==> src/rtl/irq_entry_pkg.sv <==
package irq_entry_pkg;

    localparam int FLG_W  = 16;
    localparam int VEC_W  = 6;
    localparam int LVL_W  = 3;
    localparam int LAT_W  = 4;

    localparam int FLG_DBG = 5;
    localparam int FLG_IEN = 6;
    localparam int FLG_SSEL = 7;

    localparam int SWI_KEEP_MIN = 32;
    localparam int ENTRY_LAT    = 7;

    typedef enum logic [2:0] {
        ST_IDLE,
        ST_INFO,
        ST_CLRQ,
        ST_FLAG,
        ST_PUSHF,
        ST_PUSHPC,
        ST_IPL,
        ST_JUMP
    } seq_state_t;

    typedef struct packed {
        logic             hw;
        logic             keep_ssel;
        logic [VEC_W-1:0] vec;
        logic [LVL_W-1:0] lvl;
    } entry_info_t;

    function automatic logic [FLG_W-1:0] entry_flags(input logic [FLG_W-1:0] snap,
                                                     input logic keep_ssel);
        logic [FLG_W-1:0] f;
        f = snap;
        f[FLG_IEN] = 1'b0;
        f[FLG_DBG] = 1'b0;
        if (!keep_ssel)
            f[FLG_SSEL] = 1'b0;
        return f;
    endfunction

endpackage

==> src/rtl/irq_accept.sv <==
module irq_accept
    import irq_entry_pkg::*;
(
    input  logic             active,
    input  logic             instr_done,
    input  logic             instr_susp,
    input  logic             req_pending,
    input  logic [LVL_W-1:0] req_level,
    input  logic [LVL_W-1:0] ipl_cur,
    input  logic             swi_req,
    input  logic             ien,
    output logic             accept,
    output logic             take_sw,
    output logic             abort
);
    logic sw_ok;
    logic hw_ok;
    logic boundary;

    always_comb begin
        boundary = instr_done | instr_susp;
        sw_ok    = swi_req & instr_done;
        hw_ok    = req_pending & ien & (req_level > ipl_cur) & boundary;
        accept   = !active & (sw_ok | hw_ok);
        take_sw  = sw_ok;
        abort    = !active & !sw_ok & hw_ok & instr_susp & !instr_done;
    end
endmodule

==> src/rtl/irq_seq_fsm.sv <==
module irq_seq_fsm
    import irq_entry_pkg::*;
(
    input  logic             clk,
    input  logic             rst,
    input  logic             accept,
    input  logic             is_hw,
    output seq_state_t       state_o,
    output logic             busy,
    output logic             info_rd,
    output logic             req_clr,
    output logic             flags_we,
    output logic             push_flags,
    output logic             push_pc,
    output logic             ipl_we,
    output logic             redirect,
    output logic [LAT_W-1:0] lat_count
);
    seq_state_t       state, nxt;
    logic [LAT_W-1:0] cnt;

    always_comb begin
        nxt = state;
        unique case (state)
            ST_IDLE:   nxt = accept ? ST_INFO : ST_IDLE;
            ST_INFO:   nxt = ST_CLRQ;
            ST_CLRQ:   nxt = ST_FLAG;
            ST_FLAG:   nxt = ST_PUSHF;
            ST_PUSHF:  nxt = ST_PUSHPC;
            ST_PUSHPC: nxt = ST_IPL;
            ST_IPL:    nxt = ST_JUMP;
            ST_JUMP:   nxt = ST_IDLE;
            default:   nxt = ST_IDLE;
        endcase
    end

    always_ff @(posedge clk) begin
        if (rst) begin
            state <= ST_IDLE;
            cnt   <= '0;
        end else begin
            state <= nxt;
            if (state == ST_IDLE && accept)
                cnt <= LAT_W'(1);
            else if (state != ST_IDLE && state != ST_JUMP)
                cnt <= cnt + 1'b1;
        end
    end

    always_comb begin
        state_o    = state;
        busy       = accept | (state != ST_IDLE);
        info_rd    = (state == ST_INFO) & is_hw;
        req_clr    = (state == ST_CLRQ) & is_hw;
        flags_we   = (state == ST_FLAG);
        push_flags = (state == ST_PUSHF);
        push_pc    = (state == ST_PUSHPC);
        ipl_we     = (state == ST_IPL) & is_hw;
        redirect   = (state == ST_JUMP);
        lat_count  = cnt;
    end

    assert_one_step_R11: assert property (@(posedge clk) disable iff (rst)
        $onehot0({info_rd, req_clr, flags_we, push_flags, push_pc, ipl_we, redirect}));

    assert_clear_after_read_R5: assert property (@(posedge clk) disable iff (rst)
        req_clr |-> $past(info_rd));

    assert_busy_held_R11: assert property (@(posedge clk) disable iff (rst)
        (busy && !redirect) |=> busy);

    assert_flags_then_push_R7: assert property (@(posedge clk) disable iff (rst)
        flags_we |=> push_flags);

    assert_latency_R12: assert property (@(posedge clk) disable iff (rst)
        redirect |-> (lat_count == LAT_W'(ENTRY_LAT)));
endmodule

==> src/rtl/irq_stack_path.sv <==
module irq_stack_path
    import irq_entry_pkg::*;
#(
    parameter int ADDR_W     = 16,
    parameter int DATA_W     = 16,
    parameter int PUSH_BYTES = 2
) (
    input  logic              clk,
    input  logic              rst,
    input  logic              load,
    input  logic              new_sel,
    input  logic [ADDR_W-1:0] isp_in,
    input  logic [ADDR_W-1:0] usp_in,
    input  logic              push_flags,
    input  logic              push_pc,
    input  logic [DATA_W-1:0] flag_word,
    input  logic [DATA_W-1:0] pc_word,
    output logic              stk_we,
    output logic [ADDR_W-1:0] stk_addr,
    output logic [DATA_W-1:0] stk_wdata,
    output logic              sp_we,
    output logic              sp_sel,
    output logic [ADDR_W-1:0] sp_new
);
    localparam logic [ADDR_W-1:0] STEP = ADDR_W'(PUSH_BYTES);

    logic [ADDR_W-1:0] sp_work;
    logic              sel_q;

    always_ff @(posedge clk) begin
        if (rst) begin
            sp_work <= '0;
            sel_q   <= 1'b0;
        end else if (load) begin
            sp_work <= (new_sel ? usp_in : isp_in) - STEP;
            sel_q   <= new_sel;
        end else if (push_flags) begin
            sp_work <= sp_work - STEP;
        end
    end

    always_comb begin
        stk_we    = push_flags | push_pc;
        stk_addr  = sp_work;
        stk_wdata = push_pc ? pc_word : flag_word;
        sp_we     = push_pc;
        sp_sel    = sel_q;
        sp_new    = sp_work;
    end

    assert_push_descends_R8: assert property (@(posedge clk) disable iff (rst)
        (stk_we && $past(stk_we)) |-> (stk_addr == $past(stk_addr) - STEP));
endmodule

==> src/rtl/irq_entry_seq.sv <==
module irq_entry_seq
    import irq_entry_pkg::*;
#(
    parameter int ADDR_W     = 16,
    parameter int DATA_W     = FLG_W,
    parameter int VEC_BASE   = 16'hFF00,
    parameter int VEC_STRIDE = 4,
    parameter int PUSH_BYTES = 2
) (
    input  logic              clk,
    input  logic              rst,
    input  logic              instr_done,
    input  logic              instr_susp,
    input  logic              req_pending,
    input  logic [LVL_W-1:0]  req_level,
    input  logic              swi_req,
    input  logic [VEC_W-1:0]  swi_num,
    input  logic [FLG_W-1:0]  flags_in,
    input  logic [DATA_W-1:0] pc_in,
    input  logic [LVL_W-1:0]  ipl_cur,
    input  logic [ADDR_W-1:0] isp_in,
    input  logic [ADDR_W-1:0] usp_in,
    input  logic [VEC_W-1:0]  info_vec,
    input  logic [LVL_W-1:0]  info_lvl,
    output logic              busy,
    output logic              instr_abort,
    output logic              info_rd,
    output logic [ADDR_W-1:0] info_addr,
    output logic              req_clr,
    output logic              flags_we,
    output logic [FLG_W-1:0]  flags_out,
    output logic              stk_we,
    output logic [ADDR_W-1:0] stk_addr,
    output logic [DATA_W-1:0] stk_wdata,
    output logic              sp_we,
    output logic              sp_sel,
    output logic [ADDR_W-1:0] sp_new,
    output logic              ipl_we,
    output logic [LVL_W-1:0]  ipl_out,
    output logic              redirect,
    output logic [ADDR_W-1:0] redirect_addr,
    output logic [LAT_W-1:0]  lat_count
);
    seq_state_t       state;
    logic             accept, take_sw;
    logic             push_flags, push_pc;
    entry_info_t      ent;
    logic [FLG_W-1:0] snap_q;
    logic [DATA_W-1:0] pc_q;
    logic [FLG_W-1:0] new_flags;

    irq_accept u_accept (
        .active      (state != ST_IDLE),
        .instr_done  (instr_done),
        .instr_susp  (instr_susp),
        .req_pending (req_pending),
        .req_level   (req_level),
        .ipl_cur     (ipl_cur),
        .swi_req     (swi_req),
        .ien         (flags_in[FLG_IEN]),
        .accept      (accept),
        .take_sw     (take_sw),
        .abort       (instr_abort)
    );

    irq_seq_fsm u_fsm (
        .clk        (clk),
        .rst        (rst),
        .accept     (accept),
        .is_hw      (ent.hw),
        .state_o    (state),
        .busy       (busy),
        .info_rd    (info_rd),
        .req_clr    (req_clr),
        .flags_we   (flags_we),
        .push_flags (push_flags),
        .push_pc    (push_pc),
        .ipl_we     (ipl_we),
        .redirect   (redirect),
        .lat_count  (lat_count)
    );

    always_ff @(posedge clk) begin
        if (rst) begin
            ent    <= '0;
            snap_q <= '0;
            pc_q   <= '0;
        end else if (state == ST_IDLE && accept) begin
            snap_q        <= flags_in;
            pc_q          <= pc_in;
            ent.hw        <= !take_sw;
            ent.keep_ssel <= take_sw && (int'(swi_num) >= SWI_KEEP_MIN);
            ent.vec       <= swi_num;
            ent.lvl       <= '0;
        end else if (state == ST_INFO && ent.hw) begin
            ent.vec <= info_vec;
            ent.lvl <= info_lvl;
        end
    end

    always_comb begin
        new_flags     = entry_flags(snap_q, ent.keep_ssel);
        flags_out     = new_flags;
        info_addr     = '0;
        ipl_out       = ent.lvl;
        redirect_addr = ADDR_W'(VEC_BASE) + ADDR_W'(ent.vec) * ADDR_W'(VEC_STRIDE);
    end

    irq_stack_path #(
        .ADDR_W     (ADDR_W),
        .DATA_W     (DATA_W),
        .PUSH_BYTES (PUSH_BYTES)
    ) u_stack (
        .clk        (clk),
        .rst        (rst),
        .load       (flags_we),
        .new_sel    (new_flags[FLG_SSEL]),
        .isp_in     (isp_in),
        .usp_in     (usp_in),
        .push_flags (push_flags),
        .push_pc    (push_pc),
        .flag_word  (DATA_W'(snap_q)),
        .pc_word    (pc_q),
        .stk_we     (stk_we),
        .stk_addr   (stk_addr),
        .stk_wdata  (stk_wdata),
        .sp_we      (sp_we),
        .sp_sel     (sp_sel),
        .sp_new     (sp_new)
    );

    assert_abort_needs_accept_R3: assert property (@(posedge clk) disable iff (rst)
        instr_abort |-> (busy && !instr_done));

    assert_flags_cleared_R6: assert property (@(posedge clk) disable iff (rst)
        flags_we |-> (!flags_out[FLG_IEN] && !flags_out[FLG_DBG]));

    assert_ipl_only_hw_R9: assert property (@(posedge clk) disable iff (rst)
        ipl_we |-> $past(req_clr, 4));
endmodule

==> config.mk <==
export PLATFORM = sky130hd
export DESIGN_NAME = irq_entry_seq
export DESIGN_NICKNAME = d
export VERILOG_FILES = /design/src/rtl/irq_entry_pkg.sv /design/src/rtl/irq_accept.sv /design/src/rtl/irq_seq_fsm.sv /design/src/rtl/irq_stack_path.sv /design/src/rtl/irq_entry_seq.sv
export SDC_FILE = /design/constraint.sdc
export NUM_CORES = 1
export LEC_CHECK = 0
export ABC_AREA = 1
export ABC_CLOCK_PERIOD_IN_PS = 2200
export BUFFER_PORTS_ARGS = -buffer_cell sky130_fd_sc_hd__buf_2
export CORE_MARGIN = 2
export CORE_UTILIZATION = 47
export CTS_CLUSTER_DIAMETER = 80
export DETAILED_ROUTE_END_ITERATION = 8
export GPL_TIMING_DRIVEN = 0
export PLACE_DENSITY = 0.9
export SLEW_MARGIN = 20
export SYNTH_ARGS = -nofsm -noshare
export SYNTH_HDL_FRONTEND = slang
export SYNTH_SLANG_ARGS = --single-unit
==> constraint.sdc <==
create_clock -name clk -period 2.2 [get_ports clk]
set_input_delay 0.11 -clock clk [delete_from_list [all_inputs] [get_ports clk]]
set_output_delay 0.11 -clock clk [all_outputs]
set_load 0.01 [all_outputs]
After elaboration in Yosys (flattened, before gate mapping)

Cells that the tools add are included.

Add/sub/neg operators: 4
$lt $le $gt $ge: 2
Eq/ne operators: 8
Muxes and demuxes: 11
Bitwise gates (word level): 16
Reductions and logical operators: 13

Operators with widths:

| operator              | number |
|---|---|
| $mux 16               | 4 |
| $sub 16x2->16 const B | 2 |
| $pmux 3 s8            | 1 |
| $mux 9                | 2 |
| $and 1x1->1           | 12 |
| $eq 3x3->1 const B    | 4 |
| $add 9x9->10 const A  | 1 |
| $eq 3x2->1 const B    | 2 |
| $ge 6x6->1 const B    | 1 |
| $reduce_bool 2->1     | 3 |
| $add 4x1->4 const B   | 1 |
| $logic_and 1x1->1     | 4 |
| $mux 1                | 4 |
| $or 1x1->1            | 4 |
| $eq 3x1->1 const B    | 1 |
| $gt 3x3->1            | 1 |
| $logic_not 1->1       | 3 |
| $logic_not 3->1       | 1 |
| $ne 3x3->1 const B    | 1 |
| $reduce_bool 3->1     | 1 |
| $reduce_or 2->1       | 1 |

Bits in registers: 67
Output and inout port bits: 113

Longest topological paths before layout

Gate-level depths: netlist (run 1).

Word-level depth: 7
Depth in mapped cells: 15
Mapped depth without buffers: 14

Hierarchy

Synthesis (run 1) repeated with hierarchy kept, for this count alone.

Cell total of the unflattened synthesis: 674
Area, all modules: 4534.3 µm²

By module, submodules not included:

| module         | times used | cells each | area an instance (µm²) | seq. area each (µm²) |
|---|---|---|---|---|
| irq_entry_seq  | 1          | 269        | 2042.0                 | 860.8 |
| irq_stack_path | 1          | 312        | 1883.1                 | 340.3 |
| irq_seq_fsm    | 1          | 67         | 470.5                  | 140.1 |
| irq_accept     | 1          | 26         | 138.9                  | 0.0 |

Least setup slack after synthesis (run 1)

OpenSTA, ideal clock, no wires.

Kind: reg2reg
Start point: register snap_q[7]
End point: register u_stack.sp_work[13], in the netlist u_stack.sp_new[13]
Library setup time: 117 ps
Arrival: 1606 ps
Data required time: 2083 ps
Slack: 477 ps
Stages on the path, launching flop included: 15
Buffers on the path: 1
Clock period less this slack: 1723 ps
Cell sequence: dfxtp_1 -> buf_2 -> nand2_4 -> inv_1 -> nand2_1 -> nand2_1 -> a21oi_2 -> ha_1 -> nand2_1 -> nor2_1 -> nand2_1 -> nor2_1 -> nor2_1 -> nor2_1 -> nor2_1

Cells in the longest elaborated chain, start to end: 4

Ends and longest elaborated chain:

| element                  | RTL line             | text |
|---|---|---|
| start: declaration       | irq_entry_seq.sv:48  | `logic [FLG_W-1:0] snap_q;` |
| start signal: assignment | irq_entry_seq.sv:89  | `snap_q <= flags_in;` |
| $mux 1                   | irq_entry_pkg.sv:39  | `if (!keep_ssel)` |
| via u_stack.new_sel      | irq_stack_path.sv:11 | `input logic new_sel,` |
| $mux 16                  | irq_stack_path.sv:35 | `sp_work <= (new_sel ? usp_in : isp_in) - STEP;` |
| $sub 16x2->16            | irq_stack_path.sv:35 |  |
| $mux 16                  | irq_stack_path.sv:34 | `end else if (load) begin` |
| end signal: assignment   | irq_stack_path.sv:35 |  |
| end signal: assignment   | irq_stack_path.sv:38 | `sp_work <= sp_work - STEP;` |
| end: declaration         | irq_stack_path.sv:27 | `logic [ADDR_W-1:0] sp_work;` |

The timed path passes the listed nets, and every way through them passes these cells.
A chain may end at the register's enable or synchronous reset.

Worst setup path after layout (run 1)

Ends and elaborated chain as after synthesis.

==> results.md, run 1 <==
- Sorting the synthesized cells by area gives the leading types as dfxtp_1, nand2_1, buf_4.
- The endpoint required time on the critical path is 2.44 ns.
- Across the whole layout, storage elements account for 1340 µm².
- Input and output buffers added on the ports amount to 174.
- The count of cell types in the netlist is 37.
- The number of clock sinks is 67.
- The relative slew slack is 60.9%.
- The worst-margin pin slew is 0.586 ns.
- After Yosys synthesis, XOR and XNOR cells account for 0.627% of the synthesized area.
- Synthesis handed over a netlist of 650 instances.
- The register clock-pin slew on the reported worst setup and hold paths is 0.08 ns.
- Cells with a size suffix above 1 make up 35.0% of the layout.
- The pin count of the biggest net entering global routing is 13.
- The synthesized design contains 0 enable-type register cells.
- In this run, placement finished with an instance count of 958.
- The number of synthesized register bits is 67.
- The via count of the routed design is 4638.
- Summed over all layers, the global routing overflow is 0.
- The total CTS buffers is 9.
- The highest ir drop seen on vdd is 332 µV.
- The async set-reset flop share out of synthesis is 0%.
- By count the netlist is led by nand2_1, nor2_1, buf_4, dfxtp_1, o21ai_0.
- Summed over all failing endpoints, the final setup total negative slack is 0 ns.
- Along the worst path, the maximum fanout reaches 9.
- The final worst slack is 0.165 ns.
- No sink is reached through more buffers than the 2 on the longest clock path.
- Of the total synthesized cell area, the portion taken by AND, OR, NAND and NOR gates is 34.6%.
- The longest individual stage delay on the worst path is 0.30 ns.
- The worst setup path is of the reg2reg kind.
- The H-tree generated during clock tree synthesis spans 3 levels.
- The post-route antenna net violation count is 0.
- Together, buffers and inverters on the worst path number 2.
- The area of the core is 8680 µm².
- TritonCTS built the clock tree.
- The final wirelength is 12200 µm.
- For this design the top-level I/O count stands at 204.
- Setup repair after global routing left no endpoint under its margin.
- The number of global-route vias before repair is 4023.
- The number of antenna violations at the first check in global routing is 0.
- The starting density of the core is 48.3%.
- The number of detailed-route iterations in the first pass is 5.
- The number of filler cells placed in the layout is 838.
- For the worst setup path, the data arrival time is 2.27 ns.
- Summing the areas of all compound-gate instances in the mapped netlist gives 10.9% of the synthesized area.
- In the routed design, unresolved DRC markers number 0.
- The biggest area contributor in the post-synthesis netlist is dfxtp_1.
- The Yosys warning count is 0.
- The flow ran to the end, and the final reports show no timing, DRC or antenna violations.
- Based on the critical path, the design can be clocked at up to 0.491 GHz.
- The mean post-synth cell area is 6.44 µm².
- Power spread over the standard cell area amounts to 661 nW/µm².
- The HPWL after detailed placement is 9220 µm.
- For this design the static power due to leakage is 3.34 nW.
- The main combinational cell family by area after synthesis is simple AND/OR/NAND/NOR gates.
- Of the post-synthesis cell area, the dominant cell type holds 32.0%.
- Measured on the finished design, the core utilization comes to 65.1%.
- After synthesis, flip-flops and latches occupy 32.0% of the total area.
- The final weighted congestion of routability-driven global placement is 0.889.
- For this run, the number of standard cells in the final layout without fillers is 986.
- The main flop type after synthesis is dfxtp_1.
- The post-synthesis adder-cell area fraction is 1.49%.
- By instance count, the leading cell after synthesis is nand2_1.
- Clock tree synthesis selected as its root buffer the cell clkbuf_8.
- The cell at the slowest stage of the critical path is dfxtp_1.
- In this run the worst hold path is classified as in2reg.
- The overall global routing resource usage is 23.9%.
- The area of the multi-input gates is 2120 µm².
- The source-to-sink clock delay at the later pin of the worst-skew pair is 0.35 ns.
- After detailed routing, the number of vias per cell comes to 4.70.
- The die height is 98.4 µm.
- Walking the worst path, the cells encountered are buf_2 > nand2_4 > inv_2 > nand2_1 > nand2_1 > a21oi_4 > ha_2 > nand2_1 > nor2_1 > nand2_1 > nor2_1 > nor2_1 > nor2_1 > nor2_1.
- The number of pins with negative max-slew slack in the final report was 0.
- STA classifies the critical path startpoint as a flop.
- Measured against the total synthesized area, the mux share comes to 0%.
- Dividing the detail-routed wire length by the instance count gives 12.4 µm.
- Across the run, the number of max-cap violations was 0.
- The synthesized netlist occupies a cell area of 4190 µm².
- The repair_antennas step left the layout with diodes totalling 0.
- The portion of the clock cycle consumed by the worst path in the final layout is 92.5%.
- The die covers 9680 µm².
- Among cell families on the critical path, the largest total delay comes from simple AND/OR/NAND/NOR gates.
- The initial detailed-routing violation count is 209.
- The final hold violation count is 0.
- The maximum clock skew at final layout is 0.0104 ns.
- Relative to the synthesized area, the layout overhead comes to 34.8%.
- The setup slack after placement is 0.0504 ns.
- The wire length of the first global-routing pass is 18900 µm.
- The minimum clock period is 2.03 ns.
- The number of rows created at floorplan is 34.
- STA classifies the critical path endpoint as a flop.
- The cell that appears most often on the critical path is nor2_1.
- The final number of setup-violating endpoints is 0.
- The floorplan step set the die width to 98.4 µm.
- The net count of the finished layout is 969.
==> registers in the layout (all words and copies together), names as in the netlist <==
name,count
pc_q,16
snap_q,16
u_stack.sp_new,16
ent,8
u_fsm.lat_count,4
ipl_out,3
u_fsm.state_o,3
u_stack.sp_sel,1
==> cells by family after synthesis <==
group / count (synthesis)
other: 2
AO/OA/AOI/OAI: 80
buffers and inverters: 145
adder cells (fa/ha/maj): 5
AND/OR/NAND/NOR: 348
flip-flops: 67
XOR/XNOR: 3
==> cells in the final DEF (no fill, tap or decap), types with 7 or more instances in the layout <==
cell	n
dfxtp_1	66
nand2_1	181
nand3_1	40
o21ai_0	54
buf_4	78
buf_2	180
clkbuf_8	9
nand2_2	7
nor2_1	97
conb_1	28
inv_1	44
a21oi_1	9
clkbuf_1	10
==> report_power, final <==
group / switching [mW] / internal, mW
sequential: 0.0879 / 1.33
clock: 0.493 / 0.640
combinational: 0.661 / 0.516
total: 1.24 / 2.49
==> final timing paths <==
check	slack, ns	end	cells past startpoint	start
hold reg to reg	0.47	ipl_out[1]	2	ipl_out[1]
setup / recovery	0.17	u_stack.sp_new[13]	14	snap_q[7]
hold / removal	0.007	ent[5]	2	swi_num[2]
setup reg to reg	0.17	u_stack.sp_new[13]	14	snap_q[7]
==> repair_timing <==
item,CTS,global route
setup buffers,0,6
endpoints found under the hold margin,6,0
pin swaps,0,2
hold buffers,6,0
gates resized for setup,4,6
endpoints found under the setup margin,11,16
gates cloned,0,0
==> routing by layer <==
layer	GRT usage, %	part of all wire, %	wire length, µm
met1	32.3	44	5420
met2	38.2	46	5610
met3	4.15	7.2	873
met4	9.06	2.4	291
met5	0	0	0
==> layout make-up <==
cell class / count / share of cell area, %
sequential: 67 / 23.8
multi-input combinational: 464 / 37.6
buffer: 93 / 11.5
inverter: 52 / 3.55
clock inverter: 6 / 1.60
tap: 108 / 2.39
clock buffer: 10 / 2.26
timing repair buffer: 186 / 17.3
==> stage by stage <==
| step | total power [mW] | hold WS (ns) | instance area [µm²] |
|---|---|---|---|
| 2_1_floorplan | 2.22 | 0.248 | 4290 |
| 3_3_place_gp | 2.55 | 0.338 | 5290 |
| 3_5_place_dp | 2.58 | 0.347 | 5290 |
| 4_1_cts | 3.71 | 0.000421 | 5580 |
| 5_1_grt | 3.95 | 0.0123 | 5650 |
| 6_report | 3.73 | 0.00652 | 5650 |
No activity file was read; power rests on OpenSTA's default activity.
==> run 2: changes to the inputs <==
--- a/config.mk
+++ b/config.mk
@@ -5,15 +5,14 @@
 export SDC_FILE = /design/constraint.sdc
 export NUM_CORES = 1
 export LEC_CHECK = 0
-export ABC_AREA = 1
 export ABC_CLOCK_PERIOD_IN_PS = 2200
 export BUFFER_PORTS_ARGS = -buffer_cell sky130_fd_sc_hd__buf_2
 export CORE_MARGIN = 2
-export CORE_UTILIZATION = 47
+export CORE_UTILIZATION = 37
 export CTS_CLUSTER_DIAMETER = 80
 export DETAILED_ROUTE_END_ITERATION = 8
 export GPL_TIMING_DRIVEN = 0
-export PLACE_DENSITY = 0.9
+export PLACE_DENSITY = 0.76
 export SLEW_MARGIN = 20
 export SYNTH_ARGS = -nofsm -noshare
 export SYNTH_HDL_FRONTEND = slang
==> results.md, run 2 <==
- The tool flagged a number of max-cap violations equal to 0.
- In this run, synthesis inferred 0 flip-flops with an integrated enable.
- The starting density of the core is 38.0%.
- The longest individual stage delay on the worst path is 0.49 ns.
- The run finished, with violations left.
- Dividing the detail-routed wire length by the instance count gives 14.4 µm.
- The DRC violation count after routing is 0.
- STA classifies the critical path startpoint as a flop.
- The final reports fail on setup timing.
- Data on the critical path is required at its endpoint by 2.46 ns.
- The count of buffers added on input and output ports is 174.
- The global-route congestion overflow total is 0.
- Routed signal wires occupy layers up through met4.
- The tree built by TritonCTS fans out to 67 sinks.
- The final worst slack is -0.139 ns.
- The portion of the clock cycle consumed by the worst path in the final layout is 106%.
- The post-synthesis to final-layout area growth is 49.3%.
- The number of filler cells placed in the layout is 1006.
- The critical path goes through nand2_4 > buf_8 > mux2i_4 > o21ai_2 > inv_2 > ha_4 > o311a_4 > nand3_4 > or4_4 > a311oi_2.
- Across the VDD grid, the largest voltage drop is 380 µV.
- The die covers 12000 µm².
- The type of the setup path with the least slack is reg2reg.
- The leakage power total is 3.09 nW.
- In this run the horizontal extent of the chip is 109 µm.
- The async set-reset flop share out of synthesis is 0%.
- Summing all flip-flop and latch instances after layout gives 1360 µm².
- Wires add up to 13900 µm.
- The H-tree depth is 3.
- The count of cell types in the netlist is 58.
- The first detailed-routing pass took 5 iterations.
- The maximum clock path buffer count is 2.
- The data arrival at the endpoint of the critical path is 2.60 ns.
- The worst setup path is captured at a flop.
- The final weighted congestion of routability-driven global placement is 0.904.
- The total met3 wirelength after detailed routing is 1510 µm.
- The min-delay analysis places its worst path in the category in2reg.
- OpenSTA, run right after detailed placement, puts the worst setup slack at -0.510 ns.
- Detailed routing inserted a total of 4771 vias.
- The relative slew slack is 53.2%.
- The floorplan has 38 rows.
- Summed over all nets, the half-perimeter wirelength after detailed placement is 9720 µm.
- By instance count, the leading cell after synthesis is nand2_1.
- The post-synthesis instance total is 556.
- The final hold violation count came to 0.
- The initial detailed-routing violation count is 255.
- The final number of setup-violating endpoints is 1.
- TritonCTS built the clock tree.
- The first global-routing pass estimated 20800 µm of wire.
- The maximum clock skew at final layout is 0.0101 ns.
- The number of instances in the placed design is 896.
- In this run the worst path has a maximum fanout of 5.
- The Yosys warning count is 0.
- The die height is 109 µm.
- The total I/O pin count is 204.
- The net count reported at finish is 913.
- The number of global-route vias before repair was 4291.
- The number of synthesized register bits is 67.
- The number of cells in the finished layout apart from fillers is 962.
- The largest individual stage delay along the critical path comes from the cell or4_4.
- The mean post-synth cell area is 7.41 µm².
- The number of pins with negative max-slew slack in the final report came to 0.
- The met2 routed wirelength is 6540 µm.
- The repair_antennas step left the layout with diodes totalling 0.
- Setup repair after global routing could not meet its margin everywhere.
- The library cell used most frequently in the layout, excluding fill and tap cells, is buf_2.
- The power density relative to cell area is 670 nW/µm².
- Counting the buffers created by CTS gives 9.
- The buffer cell driving the clock tree root is clkbuf_8.
- The area of the multi-input gates is 2310 µm².
- The completed layout was analyzed and its total power is 4.12 mW.
- The worst-margin pin slew is 0.701 ns.
- The mapped netlist covers 4120 µm².
- In the layout the commonest cells are buf_2, nand2_1, buf_4, dfxtp_1, a21oi_1.
- The region available for standard cell placement spans 10800 µm².
- The routed design could run at a clock period as short as 2.34 ns.
- In this run the biggest area consumer among cell types represents 32.6% of the synthesized area.
- The main flop type after synthesis is dfxtp_1.
- After detailed routing, the number of vias per cell comes to 4.96.
- The pin count of the biggest net entering global routing is 18.
- The overall global routing resource usage is 22.6%.
- Clock-pin slew was measured on the worst setup and hold paths at 0.08 ns.
- After detailed routing, the wire length on met1 is 5500 µm.
- The post-route antenna net violation count is 0.
- Sequential cells were found to cover 32.6% of the synthesized design area.
- The share of post-route cells with drive strength above 1 is 40.4%.
- The final design utilization is 56.7%.
- The number of antenna violations at the first check in global routing came to 0.
- The timing-limited maximum frequency is 0.428 GHz.
- Yosys attributes the largest share of cell area to dfxtp_1, nand2_1, buf_4.
- dfxtp_1 takes more of the synthesized area than any other cell.
- The commonest cells after synthesis are nand2_1, buf_4, dfxtp_1, a21oi_1, nor2_1.
- The clock reaches the later pin of the worst-skew pair after 0.35 ns.
## run 2: changes by cell type after synthesis, moves of 7 or more
| cell | delta |
|---|---|
| nand3_1 | -37 |
| nor2_1 | -54 |
| nand2_1 | -32 |
| clkbuf_1 | +9 |
| o21ai_0 | -44 |
| mux2i_1 | +14 |
| inv_1 | -40 |
| a21oi_1 | +38 |
| a211oi_1 | +19 |
| nand2_2 | -7 |
## run 2: final cells by class
cell class                      count  share of cell area [%]
Multi-Input combinational cell    409                    37.5
Sequential cell                    67                    22.1
Timing Repair Buffer              226                    22.0
Buffer                             96                    11.2
Tap cell                          140                    2.85
Clock buffer                        9                    2.02
Clock inverter                      7                    1.65
Inverter                            8                   0.651
## run 2: worst paths after layout
path	startpoint	endpoint	slack [ns]	cells after the start
max	snap_q[7]	u_stack.sp_new[15]	-0.14	10
min	info_lvl[0]	ipl_out[0]	0.01	3
max reg2reg	snap_q[7]	u_stack.sp_new[15]	-0.14	10
min reg2reg	u_stack.sp_sel	u_stack.sp_sel	0.46	2
## run 2: worst max-delay path: cells and delay by family, from the launching register on
| family | cells | cell delay, ns |
|---|---|---|
| AO/OA/AOI/OAI | 3 | 0.59 |
| AND/OR/NAND/NOR | 3 | 0.70 |
| multiplexers | 1 | 0.23 |
| adder cells (fa/ha/maj) | 1 | 0.16 |
| buffers and inverters | 2 | 0.20 |
| flip-flops | 1 | 0.37 |
## run 2: what timing repair did
item	in CTS	in global routing
cloned	0	0
resized for setup	23	33
pin swaps	3	13
buffers inserted	9	11
hold endpoints to repair	32	0
hold buffers	32	0
setup endpoints to repair	77	47
## run 2: cells by family (layout without fill, tap and decap cells)
logic type      Yosys count  count (layout)  share of synthesized area (%)
other cells               2              28                          0.182
xor+xnor                 12              12                           2.55
flops                    67              67                           32.6
simple gates            235             235                           24.9
fa+ha+maj                 5               5                           1.52
compound gates          114             114                           18.4
buf+inv                 106             346                           16.1
mux                      15              15                           3.68
## run 2: routing by layer
layer,vias to the layer above,global-route usage (%)
li1,2319,-
met1,2148,27.5
met2,276,38.0
met3,28,5.45
met4,0,9.40
met5,-,0
## run 2: through the flow
step           hold WS, ns  instance area [µm²]  TNS [ns]
2_1_floorplan        0.246                 4270    -0.110
3_3_place_gp         0.350                 5310    -16.30
3_5_place_dp         0.355                 5310    -15.80
4_1_cts            0.00117                 5990    -0.215
5_1_grt             0.0172                 6150    -0.293
6_report            0.0134                 6150    -0.139
## run 2: where the power goes
part | switching [mW] | total (mW) | leakage, nW | internal, mW
Sequential | 0.106 | 1.43 | 0.550 | 1.32
Combinational | 0.748 | 1.51 | 2.43 | 0.759
Clock | 0.539 | 1.19 | 0.106 | 0.646
Total | 1.39 | 4.12 | 3.09 | 2.72
==> run 3: changes to the inputs <==
--- a/config.mk
+++ b/config.mk
@@ -13,6 +13,7 @@
 export DETAILED_ROUTE_END_ITERATION = 8
 export GPL_TIMING_DRIVEN = 0
 export PLACE_DENSITY = 0.76
+export REMOVE_ABC_BUFFERS = 1
 export SLEW_MARGIN = 20
 export SYNTH_ARGS = -nofsm -noshare
 export SYNTH_HDL_FRONTEND = slang
==> results.md, run 3 (synthesized netlist as in run 2, its figures left out) <==
- The run finished, with violations left.
- The checks that failed: setup timing.
- Summed over all layers, the global routing overflow is 0.
- The finished cells cover 5600 µm².
- Leaving out fill and tap cells, the most frequent cell in the layout is buf_2.
- The register clock-pin slew on the reported worst setup and hold paths is 0.09 ns.
- The number of filler cells placed in the layout is 1033.
- The endpoint required time on the critical path is 2.46 ns.
- The design draws 4.07 mW.
- The clock passes through at most 2 buffers.
- The number of cells on the worst reg-to-reg path is 7.
- Along the worst hold path, the cell count comes to 3.
- Detailed placement ended at an HPWL of 7670 µm.
- The wire length per cell is 14.0 µm.
- Setup repair after global routing could not meet its margin everywhere.
- The area of the multi-input gates is 2310 µm².
- The signal on the critical path passes through nand3b_4 > buf_4 > a211o_1 > o22ai_4 > nand3_2 > or4_4 > a311oi_2.
- The top cell types in the final layout, fill and taps aside, are buf_2, nand2_1, dfxtp_1, a21oi_1, nor2_1.
- The number of rows created at floorplan is 38.
- The max-cap check violation count is 0.
- The floorplan die area is 12000 µm².
- Routability-driven placement finished with a final weighted congestion of 0.796.
- The number of clock sinks is 67.
- The number of global-route vias before repair came to 3939.
- The number of antenna violations at the first check in global routing was 0.
- The first routing iteration left 296 violations.
- In this run the tightest slew margin relative to its limit is 52.7%.
- The first global-routing pass estimated 18300 µm of wire.
- The detail-routed via count per cell is 5.02.
- Along the worst path, the maximum fanout reaches 6.
- For the pin with the worst max-slew slack, the measured transition is 0.709 ns.
- The final number of setup-violating endpoints is 1.
- The die height is 109 µm.
- The final worst slack is -0.0379 ns.
- The area of the core is 10800 µm².
- The timing-limited maximum frequency is 0.447 GHz.
- The number of antenna diodes in the final layout is 0.
- Wires add up to 12300 µm.
- Of the available clock period, the critical path in the final layout requires 102%.
- Global routing used 19.3% of the available tracks across all layers.
- The min-delay analysis places its worst path in the category in2reg.
- The area growth from synthesis to layout is 35.9%.
- The final hold violation count was 0.
- The post-route antenna net violation count is 0.
- On the worst path, the slowest cell contributes a delay of 0.50 ns.
- The worst setup path is of the reg2reg kind.
- After layout, the minimum clock period comes to 2.24 ns.
- The total CTS buffers is 9.
- The x dimension of the die is 109 µm.
- The via count of the routed design is 4412.
- The pre-antenna-repair detailed-routing pass consisted of 5 iterations.
- For this design the static power due to leakage is 2.72 nW.
- The number of cells on the critical path is 7.
- The net count reported at finish is 830.
- The largest individual stage delay along the critical path comes from the cell or4_4.
- The cell family contributing the most delay on the critical path is simple AND/OR/NAND/NOR gates.
- The H-tree generated during clock tree synthesis spans 3 levels.
- The count of buffering cells on the critical path with inverters included is 1.
- TritonCTS built the clock tree.
- The number of pins with negative max-slew slack in the final report is 0.
- The source-to-sink clock delay at the later pin of the worst-skew pair is 0.35 ns.
- The count of buffers from port buffering is 175.
- Final hold analysis gives a worst-case slack of 0.0327 ns.
- The DRC violation count after routing is 0.
- The maximum clock skew at final layout is 0.0223 ns.
- The data arrival at the endpoint of the critical path is 2.50 ns.
- The total I/O pin count is 204.
- Once the floorplan was initialized, standard cells occupied 38.0% of the core.
- Summing all flip-flop and latch instances after layout gives 1360 µm².
- The highest ir drop seen on vdd is 381 µV.
- The share of post-route cells with drive strength above 1 is 34.6%.
- Timing analysis after detailed placement gives a worst setup slack of -0.916 ns.
- The worst setup path is captured at a flop.
- The tree is rooted in a clkbuf_8.
- Power spread over the standard cell area amounts to 728 nW/µm².
- The pin count of the biggest net entering global routing is 63.
- Once placement finished, the instance area stood at 4690 µm².
- STA classifies the critical path startpoint as a flop.
run 3: worst paths after layout:
path                                           end  slack [ns]        startpoint
worst max register to register  u_stack.sp_new[15]       -0.04  u_fsm.state_o[2]
worst min register to register           snap_q[5]        0.46         snap_q[5]
worst max-delay path            u_stack.sp_new[15]       -0.04  u_fsm.state_o[2]
worst min-delay path             u_stack.sp_new[0]        0.03         isp_in[0]
run 3: routing by layer:
layer,track usage [%],share of wire (%)
met1,22.6,41
met5,0,0
met2,34.1,47
met3,3.91,8.7
met4,8.05,2.8
run 3: repair_timing:
| action | in CTS | in global routing |
|---|---|---|
| pin swaps | 1 | 7 |
| resized for setup | 19 | 11 |
| hold endpoints to repair | 33 | 0 |
| hold buffers | 33 | 0 |
| setup buffers | 3 | 24 |
| cloned | 1 | 1 |
| endpoints found under the setup margin | 63 | 11 |
run 3: area by class of cell:
cell class / instances / area share, %
clock buffers: 11 / 2.70
inverters: 8 / 0.715
repair buffers: 237 / 25.9
well taps: 140 / 3.13
clock inverters: 5 / 1.92
multi-input cells: 411 / 41.3
flip-flops and latches: 67 / 24.4
run 3: worst register-to-register path: stages, from the launching register on:
cell      delay, ns
dfxtp_4        0.38
nand3b_4       0.22
buf_4          0.19
a211o_1        0.29
o22ai_4        0.24
nand3_2        0.13
or4_4          0.50
a311oi_2       0.19
run 3: power breakdown:
| part | switching [mW] | leakage (nW) | internal, mW |
|---|---|---|---|
| Combinational | 0.674 | 2.04 | 0.616 |
| Sequential | 0.115 | 0.551 | 1.32 |
| Clock | 0.525 | 0.130 | 0.822 |
| Total | 1.31 | 2.72 | 2.76 |
run 3: through the flow:
| stage | TNS, ns | utilization (%) | instances |
|---|---|---|---|
| 3_5_place_dp | -15.06 | 43.3 | 801 |
| 2_1_floorplan | -72.00 | - | 484 |
| 4_1_cts | -0.296 | 49.6 | 854 |
| 6_report | -0.0379 | 51.6 | 879 |
| 5_1_grt | -0.234 | 51.6 | 879 |
| 3_3_place_gp | -169.91 | 42.7 | 799 |
